File: config.mk
export PLATFORM = sky130hd
export DESIGN_NAME = edo_page_seq
export DESIGN_NICKNAME = d
export VERILOG_FILES = /design/src/rtl/edo_seq_pkg.sv /design/src/rtl/edo_seq_addr_mux.sv /design/src/rtl/edo_seq_strobe_dec.sv /design/src/rtl/edo_seq_page_gate.sv /design/src/rtl/edo_page_seq.sv
export SDC_FILE = /design/constraint.sdc
export NUM_CORES = 1
export LEC_CHECK = 0
export CORE_MARGIN = 3
export CORE_UTILIZATION = 32
export CTS_CLUSTER_SIZE = 25
export DETAILED_ROUTE_END_ITERATION = 6
export PLACE_DENSITY = 0.57
export SLEW_MARGIN = 25
export SYNTH_ARGS = -nofsm -noshare
export SYNTH_HDL_FRONTEND = slang
export SYNTH_SLANG_ARGS = --single-unit
File: constraint.sdc
create_clock -name clk -period 4.25 [get_ports clk]
set_input_delay 0.85 -clock clk [delete_from_list [all_inputs] [get_ports clk]]
set_output_delay 0.85 -clock clk [all_outputs]
set_load 0.1 [all_outputs]
File: src/rtl/edo_seq_pkg.sv
package edo_seq_pkg;

    typedef enum logic [2:0] {
        ST_IDLE = 3'd0,
        ST_ROW  = 3'd1,
        ST_COL  = 3'd2,
        ST_CASH = 3'd3,
        ST_PRE  = 3'd4
    } seq_state_e;

    function automatic logic row_open(input seq_state_e s);
        return (s == ST_ROW) || (s == ST_COL) || (s == ST_CASH);
    endfunction

    function automatic int max4(input int a, input int b, input int c, input int d);
        int m;
        m = a;
        if (b > m) m = b;
        if (c > m) m = c;
        if (d > m) m = d;
        return m;
    endfunction

endpackage

File: src/rtl/edo_seq_addr_mux.sv
module edo_seq_addr_mux #(
    parameter int ROW_W = 12,
    parameter int COL_W = 10,
    parameter int AGE_W = 5,
    parameter int T_RAH = 1,
    localparam int ADDR_W = (ROW_W > COL_W) ? ROW_W : COL_W
) (
    input  logic              open_i,
    input  logic [AGE_W-1:0]  age_i,
    input  logic [ROW_W-1:0]  row_i,
    input  logic [COL_W-1:0]  col_i,
    output logic [ADDR_W-1:0] addr_o
);
    logic use_col;

    always_comb begin
        use_col = open_i && (32'(age_i) >= T_RAH);
        if (use_col) addr_o = ADDR_W'(col_i);
        else         addr_o = ADDR_W'(row_i);
    end
endmodule

File: src/rtl/edo_seq_strobe_dec.sv
module edo_seq_strobe_dec
    import edo_seq_pkg::*;
(
    input  seq_state_e state_i,
    input  logic       wr_i,
    output logic       ras_n_o,
    output logic       cas_n_o,
    output logic       we_n_o,
    output logic       oe_n_o,
    output logic       dq_oe_o
);
    always_comb begin
        ras_n_o = !row_open(state_i);
        cas_n_o = (state_i != ST_COL);
        oe_n_o  = !((state_i == ST_COL) && !wr_i);
        we_n_o  = !(wr_i && ((state_i == ST_ROW) || (state_i == ST_COL)));
        dq_oe_o = wr_i && row_open(state_i);
    end
endmodule

File: src/rtl/edo_seq_page_gate.sv
module edo_seq_page_gate #(
    parameter int ROW_W     = 12,
    parameter int AGE_W     = 5,
    parameter int T_CAS     = 2,
    parameter int T_CP      = 2,
    parameter int T_RAS_MAX = 24
) (
    input  logic [ROW_W-1:0] req_row_i,
    input  logic [ROW_W-1:0] open_row_i,
    input  logic [AGE_W-1:0] age_i,
    output logic             hit_ok_o
);
    localparam int EXTRA = 1 + T_CAS + T_CP;
    logic same_row;
    logic fits;

    always_comb begin
        same_row = (req_row_i == open_row_i);
        fits     = (32'(age_i) + EXTRA) <= T_RAS_MAX;
        hit_ok_o = same_row && fits;
    end
endmodule

File: src/rtl/edo_page_seq.sv
module edo_page_seq
    import edo_seq_pkg::*;
#(
    parameter int ROW_W     = 12,
    parameter int COL_W     = 10,
    parameter int DATA_W    = 16,
    parameter int T_RCD     = 3,
    parameter int T_RAH     = 1,
    parameter int T_CAS     = 2,
    parameter int T_CP      = 2,
    parameter int T_RP      = 3,
    parameter int T_RAS_MAX = 24,
    localparam int ADDR_W   = (ROW_W > COL_W) ? ROW_W : COL_W
) (
    input  logic              clk,
    input  logic              rst_n,
    input  logic              req_valid,
    output logic              req_ready,
    input  logic              req_write,
    input  logic [ROW_W-1:0]  req_row,
    input  logic [COL_W-1:0]  req_col,
    input  logic [DATA_W-1:0] req_wdata,
    output logic              rd_valid,
    output logic [DATA_W-1:0] rd_data,
    output logic [ADDR_W-1:0] dram_addr,
    output logic              dram_ras_n,
    output logic              dram_cas_n,
    output logic              dram_we_n,
    output logic              dram_oe_n,
    output logic [DATA_W-1:0] dram_dq_out,
    output logic              dram_dq_oe,
    input  logic [DATA_W-1:0] dram_dq_in
);
    localparam int T_MAX = max4(T_RCD, T_CAS, T_CP, T_RP);
    localparam int CNT_W = $clog2(T_MAX + 1);
    localparam int AGE_W = $clog2(T_RAS_MAX + 2);

    typedef struct packed {
        seq_state_e        state;
        logic [CNT_W-1:0]  cnt;
        logic [ROW_W-1:0]  row;
        logic [COL_W-1:0]  col;
        logic              wr;
        logic [DATA_W-1:0] wdata;
        logic [AGE_W-1:0]  age;
        logic [DATA_W-1:0] rdata;
        logic              rvalid;
    } seq_t;

    seq_t seq_q, seq_d;
    logic hit_ok;
    logic last_cnt;
    logic page_take;

    edo_seq_page_gate #(
        .ROW_W(ROW_W), .AGE_W(AGE_W), .T_CAS(T_CAS), .T_CP(T_CP), .T_RAS_MAX(T_RAS_MAX)
    ) u_gate (
        .req_row_i  (req_row),
        .open_row_i (seq_q.row),
        .age_i      (seq_q.age),
        .hit_ok_o   (hit_ok)
    );

    edo_seq_strobe_dec u_dec (
        .state_i (seq_q.state),
        .wr_i    (seq_q.wr),
        .ras_n_o (dram_ras_n),
        .cas_n_o (dram_cas_n),
        .we_n_o  (dram_we_n),
        .oe_n_o  (dram_oe_n),
        .dq_oe_o (dram_dq_oe)
    );

    edo_seq_addr_mux #(
        .ROW_W(ROW_W), .COL_W(COL_W), .AGE_W(AGE_W), .T_RAH(T_RAH)
    ) u_amux (
        .open_i (row_open(seq_q.state)),
        .age_i  (seq_q.age),
        .row_i  (seq_q.row),
        .col_i  (seq_q.col),
        .addr_o (dram_addr)
    );

    always_comb begin
        last_cnt  = (seq_q.cnt == '0);
        page_take = (seq_q.state == ST_CASH) && last_cnt && req_valid && hit_ok;
        req_ready = (seq_q.state == ST_IDLE) || page_take;

        seq_d        = seq_q;
        seq_d.rvalid = 1'b0;

        case (seq_q.state)
            ST_IDLE: begin
                if (req_valid) begin
                    seq_d.state = ST_ROW;
                    seq_d.cnt   = CNT_W'(T_RCD - 1);
                    seq_d.row   = req_row;
                    seq_d.col   = req_col;
                    seq_d.wr    = req_write;
                    seq_d.wdata = req_wdata;
                end
            end
            ST_ROW: begin
                if (last_cnt) begin
                    seq_d.state = ST_COL;
                    seq_d.cnt   = CNT_W'(T_CAS - 1);
                end else begin
                    seq_d.cnt = seq_q.cnt - 1'b1;
                end
            end
            ST_COL: begin
                if (last_cnt) begin
                    if (!seq_q.wr) begin
                        seq_d.rdata  = dram_dq_in;
                        seq_d.rvalid = 1'b1;
                    end
                    seq_d.state = ST_CASH;
                    seq_d.cnt   = CNT_W'(T_CP - 1);
                end else begin
                    seq_d.cnt = seq_q.cnt - 1'b1;
                end
            end
            ST_CASH: begin
                if (page_take) begin
                    seq_d.state = ST_COL;
                    seq_d.cnt   = CNT_W'(T_CAS - 1);
                    seq_d.col   = req_col;
                    seq_d.wr    = req_write;
                    seq_d.wdata = req_wdata;
                end else if (last_cnt) begin
                    seq_d.state = ST_PRE;
                    seq_d.cnt   = CNT_W'(T_RP - 1);
                end else begin
                    seq_d.cnt = seq_q.cnt - 1'b1;
                end
            end
            ST_PRE: begin
                if (last_cnt) seq_d.state = ST_IDLE;
                else          seq_d.cnt   = seq_q.cnt - 1'b1;
            end
            default: begin
                seq_d.state = ST_IDLE;
            end
        endcase

        if (row_open(seq_d.state) && row_open(seq_q.state)) seq_d.age = seq_q.age + 1'b1;
        else                                                seq_d.age = '0;
    end

    always_ff @(posedge clk) begin
        if (!rst_n) begin
            seq_q <= '{state: ST_IDLE, default: '0};
        end else begin
            seq_q <= seq_d;
        end
    end

    assign rd_valid    = seq_q.rvalid;
    assign rd_data     = seq_q.rdata;
    assign dram_dq_out = seq_q.wdata;

endmodule

**Word level (Yosys, flattened, before mapping)**

Cells that the tools add are included.
W data, S select, Z words.

- Register bits after elaboration: 66
- Input port bits: 58
- Output and inout port bits: 51
- Logic and storage cells: 71

- $add $sub $neg: 3
- Order comparisons: 2
- Equality and inequality tests: 12
- Muxes and demuxes: 15
- Bitwise operators: 1
- Reduce and logical (&&, ||, !) cells: 29

Operators with widths:

| operator | number |
|---|---|
| $pmux W27 S2 | 1 |
| $mux W44 | 1 |
| $le A32 B5 Y1 const B | 1 |
| $mux W27 | 1 |
| $pmux W3 S5 | 1 |
| $eq A12 B12 Y1 | 1 |
| $eq A3 B2 Y1 const B | 4 |
| $mux W12 | 1 |
| $mux W3 | 4 |
| $reduce_and A3 Y1 | 4 |
| $logic_and A1 B1 Y1 | 9 |
| $pmux W2 S4 | 1 |
| $add A5 B3 Y6 const B | 1 |
| $eq A3 B1 Y1 const B | 2 |
| $mux W2 | 3 |
| $ne A2 B2 Y1 const B | 3 |
| $add A5 B1 Y5 const B | 1 |
| $ge A5 B1 Y1 const B | 1 |
| $logic_or A1 B1 Y1 | 5 |
| $mux W5 | 1 |
| $logic_not A1 Y1 | 4 |
| $reduce_and A2 Y1 | 2 |
| $reduce_bool A4 Y1 | 1 |
| $eq A3 B3 Y1 const B | 1 |
| other kinds (8) | 8 |

**Logic depth before layout (Yosys ltp)**

Gate-level depths: netlist of run 1.

- Depth in word-level cells: 11
- Depth in mapped cells: 10
- Mapped depth without buffers: 7

**Cells and area by module**

A second synthesis of run 1 with hierarchy kept.

- Cell total of the unflattened synthesis: 408
- Area, all modules: 3,568.4 sq um

Modules (own cells, without submodules):

| module | times used | cells an instance | area each (sq um) | seq. area each (sq um) |
|---|---|---|---|---|
| edo_page_seq | 1 | 368 | 3,170.5 | 1,321.3 |
| edo_seq_addr_mux | 1 | 15 | 205.2 | 0.0 |
| edo_seq_page_gate | 1 | 18 | 143.9 | 0.0 |
| edo_seq_strobe_dec | 1 | 7 | 48.8 | 0.0 |

**Worst setup path after synthesis of run 1**

Ideal clock, no wire load.

- Kind: reg-to-output
- From: reg seq_q[64] (netlist name)
- To: out dram_addr[10]
- Arrival: 3.175 ns
- Data required time: 3.400 ns
- Slack: 0.225 ns
- Cell stages (with the launch flop): 8
- Path buffers: 2
- Cell sequence: dfxtp_1 > buf_2 > nor2_1 > nor2_1 > inv_1 > a21oi_1 > buf_2 > nor2b_1

- Longest elaborated chain between the ends: 5
- Elaborated cells on any way between the ends: 7
- Those cells by class: eq/ne: 3; mux: 1; reduce/logical: 3

Ends and longest elaborated chain:

| item | line | RTL |
|---|---|---|
| start, declared | edo_page_seq.sv:50 | `seq_t seq_q, seq_d;` |
| start signal, assigned | edo_page_seq.sv:154 | `seq_q <= seq_d;` |
| $eq A3 B1 Y1 / $eq A3 B2 Y1 (equally long branches) | edo_seq_pkg.sv:12 | `return (s == ST_ROW) \|\| (s == ST_COL) \|\| (s == ST_CASH);` |
| $logic_or A1 B1 Y1 | edo_seq_pkg.sv:12 |  |
| $logic_or A1 B1 Y1 (*) | edo_seq_pkg.sv:12 |  |
| $logic_and A1 B1 Y1 (*) | edo_seq_addr_mux.sv:17 | `use_col = open_i && (32'(age_i) >= T_RAH);` |
| $mux W12 (*) | edo_seq_addr_mux.sv:18 | `if (use_col) addr_o = ADDR_W'(col_i);` |
| end, declared | edo_page_seq.sv:25 | `output logic [ADDR_W-1:0] dram_addr,` |

Mark *: on every way between the ends. The rest lies on a longest branch, timed or not.

**Worst setup path after layout of run 1**

- From: in req_row[9]
- To: out req_ready

- Longest elaborated chain between the ends: 4

Ends and longest elaborated chain:

| item | line | RTL |
|---|---|---|
| start, declared | edo_page_seq.sv:20 | `input logic [ROW_W-1:0] req_row,` |
| $eq A12 B12 Y1 | edo_seq_page_gate.sv:18 | `same_row = (req_row_i == open_row_i);` |
| $logic_and A1 B1 Y1 | edo_seq_page_gate.sv:20 | `hit_ok_o = same_row && fits;` |
| $logic_and A1 B1 Y1 | edo_page_seq.sv:86 | `page_take = (seq_q.state == ST_CASH) && last_cnt && req_valid && hit_ok;` |
| $logic_or A1 B1 Y1 | edo_page_seq.sv:87 | `req_ready = (seq_q.state == ST_IDLE) \|\| page_take;` |
| end, declared | edo_page_seq.sv:18 | `output logic req_ready,` |

Every way passes these cells.

==> results.txt, run 1 <==
----------------------------------------------------
[Outcome]
  Outcome ... complete, no violations

[Floorplan]
  Number of placement rows ... 36
  Die Wd ... 109 um
  Height of the die ... 109 um
  Initial Util ... 33.7%
  I/O pin cnt ... 109
  Core region area ... 0.0100 mm2
  Floorplan die area ... 0.0118 mm2

[Setup path]
  Start of the worst register-to-register path ... seq_q[61]
  CP Data Required Time ... 3400 ps
  Maximum single-stage delay on the critical path ... 540 ps
  Kind of start point of the critical path ... primary input
  Cells along the critical path ... clkdlybuf4s50_1 > xor2_1 > or4_1 > a211oi_2 > and3_1 > a21o_1 > buf_12
  Critical Path AT ... 2840 ps
  Cell with the largest stage delay on the worst path ... or4_1
  Critical path endpoint category ... primary output
  Worst-path maximum fanout ... 3
  Launching instance or port of the critical path ... req_row[9]
  Critical path start-end classification ... in -> out

[Timing]
  Number of slew-limit violations in the final report ... 0
  Least setup slack across all paths after layout ... 556 ps
  Time the worst path needs with I/O delays and setup ... 3690 ps
  Unrepaired setup endpoints after global routing ... no
  Final Cycle Share ... 86.9%
  Slew @ Worst Pin ... 993 ps
  Peak Freq ... 0.271 GHz
  Worst relative slew slack ... 33.6%
  Total Neg Setup Slack ... 0 ps
  Worst clock skew on the final layout ... 14.6 ps
  Final setup fails ... 0
  Number of hold violations in the final report ... 0

[Power]
  Combinational share of power ... 48.4%
  Power density cells ... 623 mW/mm2
  Clk pwr share ... 22.9%
  Part of the total power dissipated in sequential elements ... 28.7%
  Net switching power ... 1.32 mW
  Int Power ... 1.48 mW
  Leakage power ... 1.60 nW
  Switching part of the total power ... 47.2%
  Worst IR drop on VDD ... 365 uV

[Global routing]
  Number of antenna violations at the first check in global routing ... 0
  Busiest layer in global routing ... met2
  Global-route wire length before repair ... 14.6 mm
  Maximum number of pins on one net before global-route repair ... 40
  Met1 demand-to-capacity share in global routing ... 19.4%
  Grt met2 use ... 26.3%
  Total routing resource utilization after global routing ... 15.5%
  Via count of the first global-routing pass ... 2,994
  Grt ovf ... 0
  GR Layer Usage met3 ... 4.36%

[Yosys]
  Total standard cell area after synthesis ... 0.00337 mm2
  Seq cells post-synth ... 66
  Per-instance average area after synthesis ... 8.01 um2
  Most used flip-flop cell after synthesis ... dfxtp_1
  Number of warnings reported in the yosys synthesis log ... 0
  Netlist cell types ... 44
  Synthesized Nets ... 484
  Number of instances in the synthesized netlist ... 420
  Ys async rst share ... 0%
  Number of enable flip-flop cells after synthesis ... 0
  Sequential area share after synthesis ... 39.3%

[CTS]
  Worst-case clock buffer depth ... 2
  Total of hold buffers inserted after clock tree synthesis ... 0
  Post-CTS repair timing setup buffer count ... 0
  Clock insertion delay at the later pin of the skew report ... 340 ps
  Root buffer selected by CTS ... clkbuf_8
  Clock H-tree levels ... 3
  CTS buffer count ... 9
  Clock sinks ... 66
  Resized cells post-CTS ... 0
  TritonCTS clock tree ... yes
  Clock transition at the register clock pins on the worst setup and hold paths after CTS ... 70 ps

[Route]
  Post-route antenna net violation count ... 0
  Final wirelength ... 9.02 mm
  Pre-Repair DR Iteration Count ... 5
  Average wire per standard cell ... 14.5 um
  Vias per std cell ... 4.86
  DRC violation count after routing ... 0
  Iteration-0 DRC count of the detailed router ... 131
  Via count ... 3,029

[Worst hold path]
  Worst min-delay path class ... reg -> reg
  Hold path start ... rd_data[3]

[Placed design]
  Final RePlAce weighted congestion ... 0.828
  Place WS ... 568 ps
  Final HPWL from detailed placement ... 6.35 mm
  Input/output buffers ... 108

[Layout]
  Relative area change from synthesis to final layout ... 33.7%
  Share of final-layout standard cells stronger than drive strength 1 ... 11.2%
  Utilization after layout ... 45.0%
  N_diodes ... 0
  Final #Nets ... 549

[Job]
  Max-capacitance violation count ... 0

----------------------------------------------------
logic make-up after synthesis:
logic type	share of synthesized area, %
AO/OA/AOI/OAI	13.9
XOR/XNOR	4.42
adder cells (fa/ha/maj)	2.53
buffers and inverters	12.8
flip-flops	39.3
multiplexers	3.35
AND/OR/NAND/NOR	23.7
worst max-delay path, delay by kind of cell:
| family | cells | cell delay, ps |
|---|---|---|
| buffers and inverters | 2 | 650 |
| XOR/XNOR | 1 | 180 |
| AND/OR/NAND/NOR | 2 | 760 |
| AO/OA/AOI/OAI | 2 | 400 |
power by group through the flow:
stage	Sequential [mW]	Combinational, mW	Clock, mW
6_report	0.805	1.36	0.642
5_1_grt	0.819	1.44	0.691
4_1_cts	0.803	1.36	0.659
3_5_place_dp	0.817	1.36	0
3_3_place_gp	0.814	1.35	0
2_1_floorplan	0.782	1.10	0
per-layer routing:
metal / part of all wire (%) / wire [um]
met5: 0 / 0
met1: 45 / 4100
met3: 5.5 / 495
met4: 0.64 / 58
met2: 48 / 4370
metrics by stage:
stage | hold slack, ps | std cells | power [mW] | cell area [um2]
after CTS | 458 | 623 | 2.83 | 4500
after detailed placement | 448 | 607 | 2.18 | 4250
final | 455 | 623 | 2.80 | 4500
after floorplan | 437 | 420 | 1.89 | 3370
after global placement | 442 | 607 | 2.17 | 4250
after global routing | 472 | 623 | 2.95 | 4500
cell usage after synthesis (8+ instances only):
master | count | share of area (%)
nor4_1 | 8 | 1.5
o22ai_1 | 27 | 5.0
mux2_2 | 10 | 3.3
a21oi_1 | 34 | 5.1
buf_4 | 33 | 7.4
nand3_1 | 34 | 5.1
dfxtp_1 | 66 | 39
inv_1 | 8 | 0.89
clkbuf_1 | 17 | 1.9
nor2_1 | 9 | 1.0
nand2_1 | 89 | 9.9
xnor2_1 | 13 | 3.4
path summary, 6_finish.rpt:
check,slack (ps),end,depth (start not counted)
worst min register to register,450,rd_data[3],2
worst min-delay path,450,rd_data[3],2
worst max register to register,1720,dram_dq_out[9],8
worst max-delay path,560,req_ready,7
cell usage in the layout (no fill, tap or decap), types with 3 or more instances in the layout:
| cell type | instances |
|---|---|
| a211oi_1 | 3 |
| a21oi_1 | 34 |
| and2_1 | 3 |
| buf_4 | 23 |
| bufinv_16 | 3 |
| clkbuf_8 | 9 |
| clkdlybuf4s50_1 | 92 |
| dfxtp_1 | 66 |
| ha_1 | 6 |
| inv_1 | 8 |
| mux2_2 | 10 |
| nand2_1 | 89 |
| nand3_1 | 34 |
| nand4_1 | 4 |
| nor2_1 | 8 |
| nor2b_1 | 4 |
| nor3_1 | 5 |
| nor4_1 | 8 |
| o21ai_0 | 3 |
| o22ai_1 | 27 |
| xnor2_1 | 13 |
| xor2_1 | 4 |
state kept, by name, summed over array words and instances (netlist names):
| name | count |
|---|---|
| rd_valid | 1 |
| rd_data | 16 |
| dram_dq_out | 16 |
| seq_q | 33 |
final cells by class:
cell class                      count  area [um2]
Multi-Input combinational cell    284        1630
Clock inverter                      6         115
Timing Repair Buffer              116        1110
Sequential cell                    66        1320
Inverter                            8        30.0
Clock buffer                       10         128
Fill cell                         991        5500
Tap cell                          133         166
(Power assumes the default switching activity.)
==> run 2, diff against run 1 <==
--- a/config.mk
+++ b/config.mk
@@ -10,6 +10,7 @@
 export CTS_CLUSTER_SIZE = 25
 export DETAILED_ROUTE_END_ITERATION = 6
 export PLACE_DENSITY = 0.57
+export SETUP_SLACK_MARGIN = 0.4
 export SLEW_MARGIN = 25
 export SYNTH_ARGS = -nofsm -noshare
 export SYNTH_HDL_FRONTEND = slang
==> results of run 2 <==
Same layout as run 1: the final DEF is identical, and so are final timing and power.
